**config.mk**
```make
export PLATFORM = sky130hd
export DESIGN_NAME = dma_chain_seq
export DESIGN_NICKNAME = d
export VERILOG_FILES = /design/src/rtl/dma_chain_pkg.sv /design/src/rtl/dma_chain_dp.sv /design/src/rtl/dma_chain_ctrl.sv /design/src/rtl/dma_chain_seq.sv
export SDC_FILE = /design/constraint.sdc
export NUM_CORES = 1
export LEC_CHECK = 0
export BUFFER_PORTS_ARGS = -buffer_cell sky130_fd_sc_hd__buf_4
export CAP_MARGIN = 10
export CORE_ASPECT_RATIO = 1.2
export CORE_MARGIN = 10
export CORE_UTILIZATION = 55
export CTS_BUF_LIST = sky130_fd_sc_hd__clkbuf_2 sky130_fd_sc_hd__clkbuf_4 sky130_fd_sc_hd__clkbuf_8
export DETAILED_ROUTE_END_ITERATION = 8
export GPL_TIMING_DRIVEN = 0
export PLACE_DENSITY = 0.86
export SKIP_CTS_REPAIR_TIMING = 1
export SYNTH_ARGS = -nofsm -noshare
export SYNTH_HDL_FRONTEND = slang
export SYNTH_SLANG_ARGS = --single-unit
```
**constraint.sdc**
```tcl
create_clock -name clk -period 6.8 [get_ports clk]
set_clock_uncertainty 0.15 [all_clocks]
set_input_delay 1.02 -clock clk [delete_from_list [all_inputs] [get_ports clk]]
set_output_delay 1.02 -clock clk [all_outputs]
set_load 0.03 [all_outputs]
```
**src/rtl/dma_chain_pkg.sv**
```systemverilog
package dma_chain_pkg;
  typedef enum logic [2:0] {
    SIdle, SIssue, SWaitDone, SFetch, SLoad, SComplete, SAborted
  } seqState_t;

  typedef struct packed {
    logic loadCfg;
    logic loadDesc;
    logic clrIdx;
    logic latchWord;
  } dpStrobe_t;

  localparam int DescWords = 7;
  localparam int IdxLocal  = 0;
  localparam int IdxHostLo = 1;
  localparam int IdxHostHi = 2;
  localparam int IdxCount  = 3;
  localparam int IdxNextLo = 4;
  localparam int IdxNextHi = 5;
  localparam int IdxAttr   = 6;
endpackage

```
**src/rtl/dma_chain_dp.sv**
```systemverilog
module dma_chain_dp
  import dma_chain_pkg::*;
#(
  parameter int WORD_W    = 32,
  parameter int CHAIN_BIT = 1
) (
  input  logic                clk,
  input  logic                rstN,
  input  dpStrobe_t           stb,
  input  logic [WORD_W-1:0]   cfgLocalAddr,
  input  logic [2*WORD_W-1:0] cfgHostAddr,
  input  logic [WORD_W-1:0]   cfgByteCount,
  input  logic [2*WORD_W-1:0] cfgNextPtr,
  input  logic [WORD_W-1:0]   cfgAttr,
  input  logic [WORD_W-1:0]   memRspData,
  output logic [2*WORD_W-1:0] memReqAddr,
  output logic [WORD_W-1:0]   segLocalAddr,
  output logic [2*WORD_W-1:0] segHostAddr,
  output logic [WORD_W-1:0]   segByteCount,
  output logic                countZero,
  output logic                chainFlag,
  output logic                lastWord
);
  localparam int ADDR_W    = 2 * WORD_W;
  localparam int IDX_W     = $clog2(DescWords);
  localparam int BYTE_SHFT = $clog2(WORD_W / 8);

  logic [WORD_W-1:0] curLocal, curCount, curAttr;
  logic [ADDR_W-1:0] curHost, curNext;
  logic [WORD_W-1:0] fetchBuf [DescWords];
  logic [IDX_W-1:0]  wordIdx;

  always_ff @(posedge clk) begin
    if (!rstN) begin
      curLocal <= '0;
      curHost  <= '0;
      curCount <= '0;
      curNext  <= '0;
      curAttr  <= '0;
    end else if (stb.loadCfg) begin
      curLocal <= cfgLocalAddr;
      curHost  <= cfgHostAddr;
      curCount <= cfgByteCount;
      curNext  <= cfgNextPtr;
      curAttr  <= cfgAttr;
    end else if (stb.loadDesc) begin
      curLocal <= fetchBuf[IdxLocal];
      curHost  <= {fetchBuf[IdxHostHi], fetchBuf[IdxHostLo]};
      curCount <= fetchBuf[IdxCount];
      curNext  <= {fetchBuf[IdxNextHi], fetchBuf[IdxNextLo]};
      curAttr  <= fetchBuf[IdxAttr];
    end
  end

  always_ff @(posedge clk) begin
    if (!rstN || stb.clrIdx) wordIdx <= '0;
    else if (stb.latchWord)  wordIdx <= wordIdx + 1'b1;
  end

  for (genvar w = 0; w < DescWords; w++) begin : g_word
    always_ff @(posedge clk) begin
      if (!rstN) fetchBuf[w] <= '0;
      else if (stb.latchWord && wordIdx == IDX_W'(w)) fetchBuf[w] <= memRspData;
    end
  end

  assign memReqAddr   = curNext + (ADDR_W'(wordIdx) << BYTE_SHFT);
  assign segLocalAddr = curLocal;
  assign segHostAddr  = curHost;
  assign segByteCount = curCount;
  assign countZero    = (curCount == '0);
  assign chainFlag    = curAttr[CHAIN_BIT];
  assign lastWord     = (wordIdx == IDX_W'(DescWords - 1));
endmodule

```
**src/rtl/dma_chain_ctrl.sv**
```systemverilog
module dma_chain_ctrl
  import dma_chain_pkg::*;
(
  input  logic      clk,
  input  logic      rstN,
  input  logic      startReq,
  input  logic      abortReq,
  input  logic      clearReq,
  input  logic      segDone,
  input  logic      memRspValid,
  input  logic      countZero,
  input  logic      chainFlag,
  input  logic      lastWord,
  output dpStrobe_t stb,
  output logic      segStart,
  output logic      segAbort,
  output logic      memReqValid,
  output logic      busy,
  output logic      chainDoneIrq,
  output logic      abortedFlag
);
  seqState_t state, nextState;
  logic      pending;

  always_comb begin
    nextState = state;
    stb       = '0;
    unique case (state)
      SIdle: if (startReq) begin
        stb.loadCfg = 1'b1;
        nextState   = SIssue;
      end
      SIssue, SWaitDone: begin
        if (abortReq) nextState = SAborted;
        else if ((state == SIssue && countZero) || (state == SWaitDone && segDone)) begin
          if (chainFlag) begin
            stb.clrIdx = 1'b1;
            nextState  = SFetch;
          end else begin
            nextState  = SComplete;
          end
        end else if (state == SIssue) nextState = SWaitDone;
      end
      SFetch: begin
        if (abortReq) nextState = SAborted;
        else if (pending && memRspValid) begin
          stb.latchWord = 1'b1;
          if (lastWord) nextState = SLoad;
        end
      end
      SLoad: begin
        if (abortReq) nextState = SAborted;
        else begin
          stb.loadDesc = 1'b1;
          nextState    = SIssue;
        end
      end
      SComplete, SAborted: if (clearReq) nextState = SIdle;
      default: nextState = SIdle;
    endcase
  end

  always_ff @(posedge clk) begin
    if (!rstN) state <= SIdle;
    else       state <= nextState;
  end

  always_ff @(posedge clk) begin
    if (!rstN || state != SFetch) pending <= 1'b0;
    else if (memReqValid)         pending <= 1'b1;
    else if (memRspValid)         pending <= 1'b0;
  end

  assign segStart     = (state == SIssue) && !countZero && !abortReq;
  assign segAbort     = (state == SWaitDone) && abortReq;
  assign memReqValid  = (state == SFetch) && !pending && !abortReq;
  assign busy         = (state != SIdle);
  assign chainDoneIrq = (state == SComplete);
  assign abortedFlag  = (state == SAborted);
endmodule

```
**src/rtl/dma_chain_seq.sv**
```systemverilog
module dma_chain_seq
  import dma_chain_pkg::*;
#(
  parameter int WORD_W    = 32,
  parameter int CHAIN_BIT = 1
) (
  input  logic                clk,
  input  logic                rstN,
  input  logic                startReq,
  input  logic                abortReq,
  input  logic                clearReq,
  input  logic [WORD_W-1:0]   cfgLocalAddr,
  input  logic [2*WORD_W-1:0] cfgHostAddr,
  input  logic [WORD_W-1:0]   cfgByteCount,
  input  logic [2*WORD_W-1:0] cfgNextPtr,
  input  logic [WORD_W-1:0]   cfgAttr,
  output logic                memReqValid,
  output logic [2*WORD_W-1:0] memReqAddr,
  input  logic                memRspValid,
  input  logic [WORD_W-1:0]   memRspData,
  output logic                segStart,
  output logic                segAbort,
  output logic [WORD_W-1:0]   segLocalAddr,
  output logic [2*WORD_W-1:0] segHostAddr,
  output logic [WORD_W-1:0]   segByteCount,
  input  logic                segDone,
  output logic                busy,
  output logic                chainDoneIrq,
  output logic                abortedFlag
);
  dpStrobe_t stb;
  logic      countZero, chainFlag, lastWord;

  dma_chain_ctrl u_ctrl (
    .clk(clk), .rstN(rstN), .startReq(startReq), .abortReq(abortReq),
    .clearReq(clearReq), .segDone(segDone), .memRspValid(memRspValid),
    .countZero(countZero), .chainFlag(chainFlag), .lastWord(lastWord),
    .stb(stb), .segStart(segStart), .segAbort(segAbort),
    .memReqValid(memReqValid), .busy(busy), .chainDoneIrq(chainDoneIrq),
    .abortedFlag(abortedFlag)
  );

  dma_chain_dp #(.WORD_W(WORD_W), .CHAIN_BIT(CHAIN_BIT)) u_dp (
    .clk(clk), .rstN(rstN), .stb(stb),
    .cfgLocalAddr(cfgLocalAddr), .cfgHostAddr(cfgHostAddr),
    .cfgByteCount(cfgByteCount), .cfgNextPtr(cfgNextPtr), .cfgAttr(cfgAttr),
    .memRspData(memRspData), .memReqAddr(memReqAddr),
    .segLocalAddr(segLocalAddr), .segHostAddr(segHostAddr),
    .segByteCount(segByteCount), .countZero(countZero),
    .chainFlag(chainFlag), .lastWord(lastWord)
  );
endmodule

```
-- After elaboration in Yosys (flattened, before gate mapping)
Memory sizes are Yosys's and may differ from the RTL's.
Cells that the tools add are included.
- memory bits (writable): 224
- output and inout port bits: 198
- register bits: 201
- memories kept: 1
- memory list (memory ; words ; bits a word ; read ports ; clocked after Yosys merged registers in ; wr ports ; RTL line ; source):
    u_dp.fetchBuf ; 7 ; 32 ; 7 ; 0 ; 7 ; dma_chain_dp.sv:30 ; logic [WORD_W-1:0] fetchBuf [DescWords];
- reductions and logical operators: 31
- equality and inequality tests: 18
- $add $sub $neg: 2
- bitwise logic cells: 7
- multiplexer cells: 63
- operator list (cell ; number):
    $mux W32 ; 11
    $mux W64 ; 4
    $add A64 B5 Y64 ; 1
    $mux W1 ; 35
    $logic_not A32 Y1 ; 1
    $mux W3 ; 10
    $eq A3 B3 Y1 const B ; 6
    $logic_and A1 B1 Y1 ; 15
    $pmux W3 S5 ; 1
    $eq A3 B2 Y1 const B ; 4
    $or A1 B1 Y1 ; 7
    $eq A3 B1 Y1 const B ; 2
    $logic_not A3 Y1 ; 2
    $ne A3 B2 Y1 const B ; 2
    $reduce_and A5 Y1 ; 1
    $logic_not A1 Y1 ; 4
    $mux W2 ; 2
    $ne A2 B2 Y1 const B ; 2
    $ne A4 B2 Y1 const B ; 1
    $reduce_bool A2 Y1 ; 2
    $reduce_or A2 Y1 ; 2
    $add A3 B1 Y3 const B ; 1
    $logic_or A1 B1 Y1 ; 3
    $ne A3 B3 Y1 const B ; 1
    $reduce_bool A3 Y1 ; 1

-- Depth between registers and ports, before layout
Gate-level depths: netlist of the first run.
- depth after elaboration: 9
- mapped depth: 8

-- Cells and area by module
From an unflattened synthesis of the first run, not the netlist that was laid out.
- cell total of the unflattened synthesis: 1789
- area total of the unflattened synthesis: 18287.5 um^2
- by module, submodules not included (module ; instances ; area an instance (um^2) ; seq. area each (um^2) ; cells an instance):
    dma_chain_dp ; 1 ; 17909.7 ; 9719.3 ; 1735
    dma_chain_ctrl ; 1 ; 377.9 ; 80.1 ; 54

-- Least setup slack after synthesis of the first run
No wires, ideal clock.
- path kind: input port to flip-flop
- from: input abortReq
- to: memory u_dp.fetchBuf[4][0], enable pin
- arrival: 3.819 ns
- stages on the path: 4
- data required time: 6.184 ns
- setup slack: 2.366 ns
- cells stage by stage: buf_2 > nor2_1 > nand4_1 > o21ai_0
- RTL lines (element ; RTL line ; source):
    start: declaration ; dma_chain_seq.sv:10 ; input logic abortReq,
    end: declaration ; dma_chain_dp.sv:30 ;

-- Worst setup path in the final report of the first run
- from: register u_dp.wordIdx[0]
- to: output memReqAddr[56]
- word-level cells in the longest chain between the ends: 1
- ends and longest elaborated chain (element ; RTL line ; source):
    start: declaration ; dma_chain_dp.sv:31 ; logic [IDX_W-1:0] wordIdx;
    start signal: assignment ; dma_chain_dp.sv:57 ; else if (stb.latchWord) wordIdx <= wordIdx + 1'b1;
    $add A64 B5 Y64 ; dma_chain_dp.sv:67 ; assign memReqAddr = curNext + (ADDR_W'(wordIdx) << BYTE_SHFT);
    end: declaration ; dma_chain_seq.sv:18 ; output logic [2*WORD_W-1:0] memReqAddr,
Every way passes these cells.

==> impl_metrics.tcl, run 1 <==
set metrics [dict create \
    ant_nets 0 \
    ys_ff_latch 393 \
    layout_commonest_cell "buf_4" \
    wl_um 65520 \
    seq_area_frac_synth_pct 54.13 \
    gp_congestion 0.9141 \
    seq_power_share_pct 37.4 \
    p_clk_share_pct 23.6 \
    floorplan.initialDensity_pct 55.97 \
    crit_required_ps 5630 \
    core_um2 32340 \
    clk_pin_slew_ps 60 \
    final-instance-count-excl-fill 2549 \
    p_leak_nw 11.16 \
    drt_iter0_drc 1446 \
    period_share_pct 71.19 \
    r2r_start "u_ctrl.state[2]" \
    syn_nets 1853 \
    ys_types 57 \
    min_delay_path_depth 2 \
    grt_max_degree 33 \
    critPathBufInv 2 \
    yosys_warnings 0 \
    status "completed" \
    cts_buffers 61 \
    avgSynthCellArea_um2 11.45 \
    grt.overflow.total 0 \
    hpwl_um 47570 \
    crit_fanout 8 \
    layout-drive-gt1-share_pct 27.96 \
    cp_top_family "simple AND/OR/NAND/NOR gates" \
    ys_async_sr_fraction_pct 0 \
    crit_chain "ha_1, inv_1, fa_1, nand2b_2, a2111oi_2, nand4_2, nor3_1, xnor2_1, buf_4" \
    dp_cells 2419 \
    ioPinCount 461 \
    fmax_mhz 206.6 \
    cpPeakStageDelay_ps 580 \
    grt_pass1_vias 15280 \
    critPathKind "flip-flop to output pin" \
    drt_first_pass_iters 5 \
    yosys-top-cells-area "edfxtp_1, dfxtp_1, o211a_1" \
    synth_top_area_share_pct 32.02 \
    maxCapViolations 0 \
    synth_area_um2 18100 \
    cp.arrival_ps 3670 \
    worst-path-stages 9 \
    slowest_stage "a2111oi_2" \
    layout_common_cells "buf_4, nand2_1, dfxtp_1, and2_1, o211a_1" \
    p_int_mw 5.332 \
    endpoint_kind "output pin" \
    clk_path_buf_depth 3 \
    rows 72 \
    rrSetupSlack_ps 3850 \
    drcViolationCount 0 \
    syn_to_final_growth_pct 28.48 \
    final-setup-viol-count 0 \
    rsz0062_at_grt "false" \
    grt_pass1_wl_um 93430 \
    crit_end "memReqAddr[56]" \
    switching_share_pct 39.75 \
    die-area_um2 40600 \
    cts_tree "done" \
    maxSlewViolCount 0 \
    worst_hold_path_type "flip-flop to flip-flop" \
    switchingPower_mw 3.518 \
    reg2reg_depth 7 \
    fin_total_pwr_mw 8.850 \
    hold_viol 0 \
    vias 15110 \
    power_density_nw_per_um2 380.5 \
    die_w_um 185.6 \
    avgViaCountPerCell 5.926 \
    synth_edf_count 193 \
    antenna_found_initial 18 \
    min_period_ps 4841 \
    portBuffers 428 \
    die_y_um 218.7 \
    setup.worst_path.start "u_dp.wordIdx[0]" \
    grt_use_total_pct 30.92 \
    p_comb_share_pct 39.0 \
    htree_levels 2 \
    reg2reg_to "u_dp.curNext[5]" \
    synth_top_cell_by_area "edfxtp_1" \
    avgRoutedWirePerCell_um 25.70 \
    worst_pin_slew_ps 1020 \
    cts.sinks 393 \
    syn_inst 1581 \
    clockRootBuffer "clkbuf_8" \
    ir_drop_mv 0.2584 \
    slew_headroom_pct 31.76 \
    nNetsFinal 2347 \
    worstSetupStartpointType "flip-flop" \
    hp-start "u_ctrl.pending" \
    ys.flop_type "dfxtp_1" \
    setup_tns_ps 0 \
    clk_latency_ps 650 \
]
## stage by stage
stage | setup WS, ps | utilization (%) | instance area (um2) | hold slack [ps]
2_1_floorplan | 2366 | - | 18100 | 310.6
3_3_place_gp | 1424 | 67.48 | 21820 | 329.8
3_5_place_dp | 2654 | 67.82 | 21930 | 337.2
4_1_cts | 1980 | 71.80 | 23220 | 345.3
5_1_grt | 1859 | 71.83 | 23230 | 410.1
6_report | 1959 | 71.91 | 23260 | 350.5
## area by class of cell
| type | count | area, um2 |
|---|---|---|
| Multi-Input combinational cell | 1057 | 7790 |
| Timing Repair Buffer | 431 | 3296 |
| Tap cell | 407 | 509.2 |
| Clock inverter | 32 | 196.4 |
| Buffer | 111 | 462.9 |
| Inverter | 20 | 75.07 |
| Sequential cell | 393 | 9799 |
| Antenna cell | 14 | 35.03 |
| Clock buffer | 84 | 1094 |
| Fill cell | 2259 | 9084 |
## per-layer routing
| layer | global-route usage [%] | wire, um | vias to the layer above |
|---|---|---|---|
| li1 | - | - | 6695 |
| met1 | 35.38 | 22950 | 7297 |
| met2 | 50.74 | 31350 | 909 |
| met3 | 8.697 | 7422 | 196 |
| met4 | 18.08 | 3755 | 8 |
| met5 | 0 | 42 | - |
## synth_stat cells, types with 8 or more instances
cell / n
nand2_1: 231
dfxtp_1: 200
and2_1: 194
o211a_1: 194
edfxtp_1: 193
mux2i_1: 185
clkbuf_1: 73
nor2_1: 35
xnor2_1: 32
xor2_1: 30
nand3_1: 23
buf_2: 22
inv_1: 20
nand4_1: 17
nor4_1: 14
nor3_1: 13
clkbuf_2: 9
o211ai_1: 9
ha_1: 8
## worst min path at each step
stage                          end  slack (ps)
CTS                 u_ctrl.pending         350
detailed placement  u_ctrl.pending         340
global route        u_ctrl.pending         410
floorplan           u_ctrl.pending         310
finish              u_ctrl.pending         350
global placement    u_ctrl.pending         330
## registers in the layout, summed over array words and instances (netlist names)
register and cells:
u_dp.fetchBuf 193, u_dp.curNext 64, u_dp.segHostAddr 64, u_dp.segByteCount 32, u_dp.segLocalAddr 32, u_ctrl.state 3, u_dp.wordIdx 3, u_ctrl.pending 1
u_dp.curAttr 1
## power by group through the flow
| stage | clock network, mW | registers [mW] | logic, mW |
|---|---|---|---|
| floorplan | 0 | 3.74 | 1.64 |
| global placement | 0 | 3.32 | 3.34 |
| detailed placement | 0 | 3.34 | 3.43 |
| CTS | 2.09 | 3.29 | 3.45 |
| global route | 2.19 | 3.35 | 3.68 |
| finish | 2.09 | 3.31 | 3.46 |
## cell families (layout without fill, tap and decap cells)
group	count (synthesis)	after routing	share of synthesized area [%]
mux	185	185	10.23
compound gates	233	233	12.28
fa+ha+maj	9	9	0.6636
simple gates	568	568	16.73
buf+inv	131	678	2.972
flops	393	393	54.13
xor+xnor	62	62	3.000
other cells	0	14	0
## worst reg2reg max path: stages, from the launching register on
cell,delay (ps)
dfxtp_1,350
buf_2,220
inv_1,130
nand4_1,270
clkbuf_1,780
clkbuf_1,600
nand2_1,170
o211a_1,170
Power figures use the tool's default switching activity.
==> run 2: changes to the inputs <==
--- a/config.mk
+++ b/config.mk
@@ -5,15 +5,16 @@
 export SDC_FILE = /design/constraint.sdc
 export NUM_CORES = 1
 export LEC_CHECK = 0
+export ABC_AREA = 1
 export BUFFER_PORTS_ARGS = -buffer_cell sky130_fd_sc_hd__buf_4
 export CAP_MARGIN = 10
 export CORE_ASPECT_RATIO = 1.2
 export CORE_MARGIN = 10
-export CORE_UTILIZATION = 55
+export CORE_UTILIZATION = 50
 export CTS_BUF_LIST = sky130_fd_sc_hd__clkbuf_2 sky130_fd_sc_hd__clkbuf_4 sky130_fd_sc_hd__clkbuf_8
 export DETAILED_ROUTE_END_ITERATION = 8
 export GPL_TIMING_DRIVEN = 0
-export PLACE_DENSITY = 0.86
+export PLACE_DENSITY = 0.83
 export SKIP_CTS_REPAIR_TIMING = 1
 export SYNTH_ARGS = -nofsm -noshare
 export SYNTH_HDL_FRONTEND = slang
==> constraint.sdc (replaced) <==
create_clock -name clk -period 4 [get_ports clk]
set_clock_uncertainty 0.15 [all_clocks]
set_input_delay 0.6 -clock clk [delete_from_list [all_inputs] [get_ports clk]]
set_output_delay 0.6 -clock clk [all_outputs]
set_load 0.03 [all_outputs]
==> run 2 against run 1 <==
Wire length rose by 4.2%. Largest power group unchanged. Global-route usage fell by 1.1 points. Non-clock buffer count rose by 26. Register-to-register slack got worse by 2500 ps. Worst setup slack got worse by 1800 ps. Highest routed layer unchanged.
==> impl_metrics.tcl, run 2 <==
set metrics [dict create \
    syn_nets 2276 \
    power_density_nw_per_um2 668.8 \
    cts.sinks 393 \
    synth_edf_count 193 \
    grt_use_total_pct 29.81 \
    worstSetupStartpointType "flip-flop" \
    drcViolationCount 0 \
    vias 16730 \
    maxCapViolations 0 \
    ys_async_sr_fraction_pct 0 \
    grt_max_degree 33 \
    syn_to_final_growth_pct 29.75 \
    hold_viol 0 \
    clockRootBuffer "clkbuf_8" \
    setup_tns_ps 0 \
    final_util_pct 65.84 \
    clk_latency_ps 620 \
    stdcell_area_um2 23110 \
    drt_iter0_drc 1492 \
    synth_most_common_cell "nand2_1" \
    htree_levels 2 \
    fill_cells 2937 \
    seq_area_frac_synth_pct 55.02 \
    critPathBufInv 5 \
    syn_inst 2004 \
    min_period_ps 3889 \
    portBuffers 429 \
    ys.flop_type "dfxtp_1" \
    final-setup-viol-count 0 \
    ys_ff_latch 393 \
    grt_pass1_vias 16590 \
    worst_hold_path_type "input pin to flip-flop" \
    final-instance-count-excl-fill 3018 \
    register_area_um2 9814 \
    cts_buffers 59 \
    synth_area_um2 17810 \
    status "completed" \
    rows 75 \
    cp.arrival_ps 3140 \
    multiInputGateArea_um2 7139 \
    grt_pass1_wl_um 97950 \
    avgSynthCellArea_um2 8.887 \
    layout_commonest_cell "buf_4" \
    crit_chain "ha_4, inv_2, fa_2, o21ai_2, nand2_2, inv_2, nand2_4, inv_4, nand3b_4, nor3_4, nand2_2, buf_4, xor2_1, buf_4" \
    clk_path_buf_depth 3 \
    die-area_um2 43600 \
    wl_um 68250 \
    crit_fanout 4 \
    die_y_um 226.7 \
    largest_register_ffs 193 \
    grt.overflow.total 0 \
    synth_top_area_share_pct 32.54 \
    critPathKind "flip-flop to output pin" \
    layout_common_cells "buf_4, nand2_1, nor2_1, a21oi_1, dfxtp_1" \
    clk_pin_slew_ps 70 \
    dp_cells 2898 \
    ys_types 38 \
    nNetsFinal 2778 \
    p_leak_nw 9.437 \
    cp_top_family "simple AND/OR/NAND/NOR gates" \
    synth_top_cells_by_count "nand2_1, nor2_1, a21oi_1, dfxtp_1" \
    synth_top_cell_by_area "edfxtp_1" \
    core_um2 35100 \
    period_share_pct 97.22 \
    yosys_warnings 0 \
    ant_nets 0 \
    post-place-ws_ps 430.3 \
    hpwl_um 51700 \
    crit_required_ps 3250 \
    drt_first_pass_iters 7 \
    layout-drive-gt1-share_pct 25.41 \
    slowest_stage "dfxtp_4" \
    floorplan.initialDensity_pct 50.75 \
    maxSlewViolCount 0 \
    avgRoutedWirePerCell_um 22.61 \
    worst_pin_slew_ps 977.3 \
    post_dp_cell_area_um2 21690 \
    antenna_found_initial 3 \
    endpoint_kind "output pin" \
    yosys-top-cells-area "edfxtp_1, dfxtp_1, o21a_1" \
    cpPeakStageDelay_ps 380 \
    ir_drop_mv 0.4136 \
    top_register "u_dp.fetchBuf" \
    ioPinCount 461 \
    die_w_um 192.3 \
    cts_tree "done" \
    setup_slack_ps 111.3 \
    slew_headroom_pct 34.85 \
    fmax_mhz 257.2 \
    avgViaCountPerCell 5.542 \
    gp_congestion 0.9809 \
]
-- run 2: cell types whose count changed in the layout (fill, tap and decap cells not counted), moves of 14 or more --
| cell | change |
|---|---|
| nand2_1 | +87 |
| and2_1 | -194 |
| a21oi_1 | +195 |
| nor2_1 | +240 |
| o21ai_1 | +44 |
| o21a_1 | +192 |
| o21ai_0 | +148 |
| buf_2 | +34 |
| xnor2_1 | -14 |
| nor3_1 | +19 |
| o211a_1 | -194 |
| inv_1 | +80 |
| mux2i_1 | -185 |
-- run 2: area by class of cell --
| type | instances | share of cell area (%) |
|---|---|---|
| antenna | 2 | 0.02166 |
| buffer | 127 | 2.399 |
| clock buffer | 85 | 4.765 |
| clock inverter | 24 | 0.6281 |
| inverter | 107 | 1.749 |
| multi-input combinational | 1377 | 30.90 |
| sequential | 393 | 42.47 |
| tap | 462 | 2.502 |
| timing repair buffer | 441 | 14.57 |
-- run 2: worst register-to-register path, cell delays in order, from the launching register on --
cell	delay [ps]
dfxtp_1	440
nand2_1	130
nor2_2	190
nand2_2	140
nor2_4	180
inv_2	120
o31ai_4	700
buf_8	270
-- run 2: report_power, final --
group	internal, mW	leakage (nW)	switching, mW
Sequential	4.92	3.58	0.620
Clock	1.84	0.653	1.60
Combinational	2.30	5.20	4.17
Total	9.06	9.44	6.40
-- run 2: routing by layer --
| layer | wire [um] | track usage [%] | part of all wire (%) |
|---|---|---|---|
| met5 | 20 | 0 | 0.029 |
| met4 | 4341 | 17.73 | 6.4 |
| met3 | 5977 | 6.609 | 8.8 |
| met2 | 33230 | 50.55 | 49 |
| met1 | 24690 | 33.67 | 36 |
-- run 2: logic make-up (layout without fill, tap and decap cells) --
| logic type | after synthesis | count (layout) | synth area share, % |
|---|---|---|---|
| xor gates and xnor gates | 58 | 58 | 2.852 |
| buffers and inverters | 234 | 784 | 5.374 |
| DFF | 393 | 393 | 55.02 |
| adders and majority gates | 9 | 9 | 0.6745 |
| and+or+nand+nor | 715 | 715 | 16.55 |
| AOI/OAI and AO/OA | 595 | 595 | 19.52 |
| other | 0 | 2 | 0 |
-- run 2: path summary, 6_finish.rpt --
path                          endpoint  depth (start not counted)  slack, ps                 start
hold reg to reg   u_dp.segHostAddr[36]                          2        320  u_dp.segHostAddr[36]
setup reg to reg  u_dp.fetchBuf[1][18]                          7       1380       u_ctrl.state[0]
hold / removal    u_dp.segHostAddr[32]                          3        110       cfgHostAddr[32]
setup / recovery        memReqAddr[44]                         14        110       u_dp.wordIdx[0]
-- run 2: metrics by stage --
stage	hold slack [ps]	power, mW
floorplan	294.9	9.535
global route	94.13	16.16
CTS	79.95	15.40
detailed placement	306.5	11.99
global placement	304.3	11.83
finish	110.0	15.45
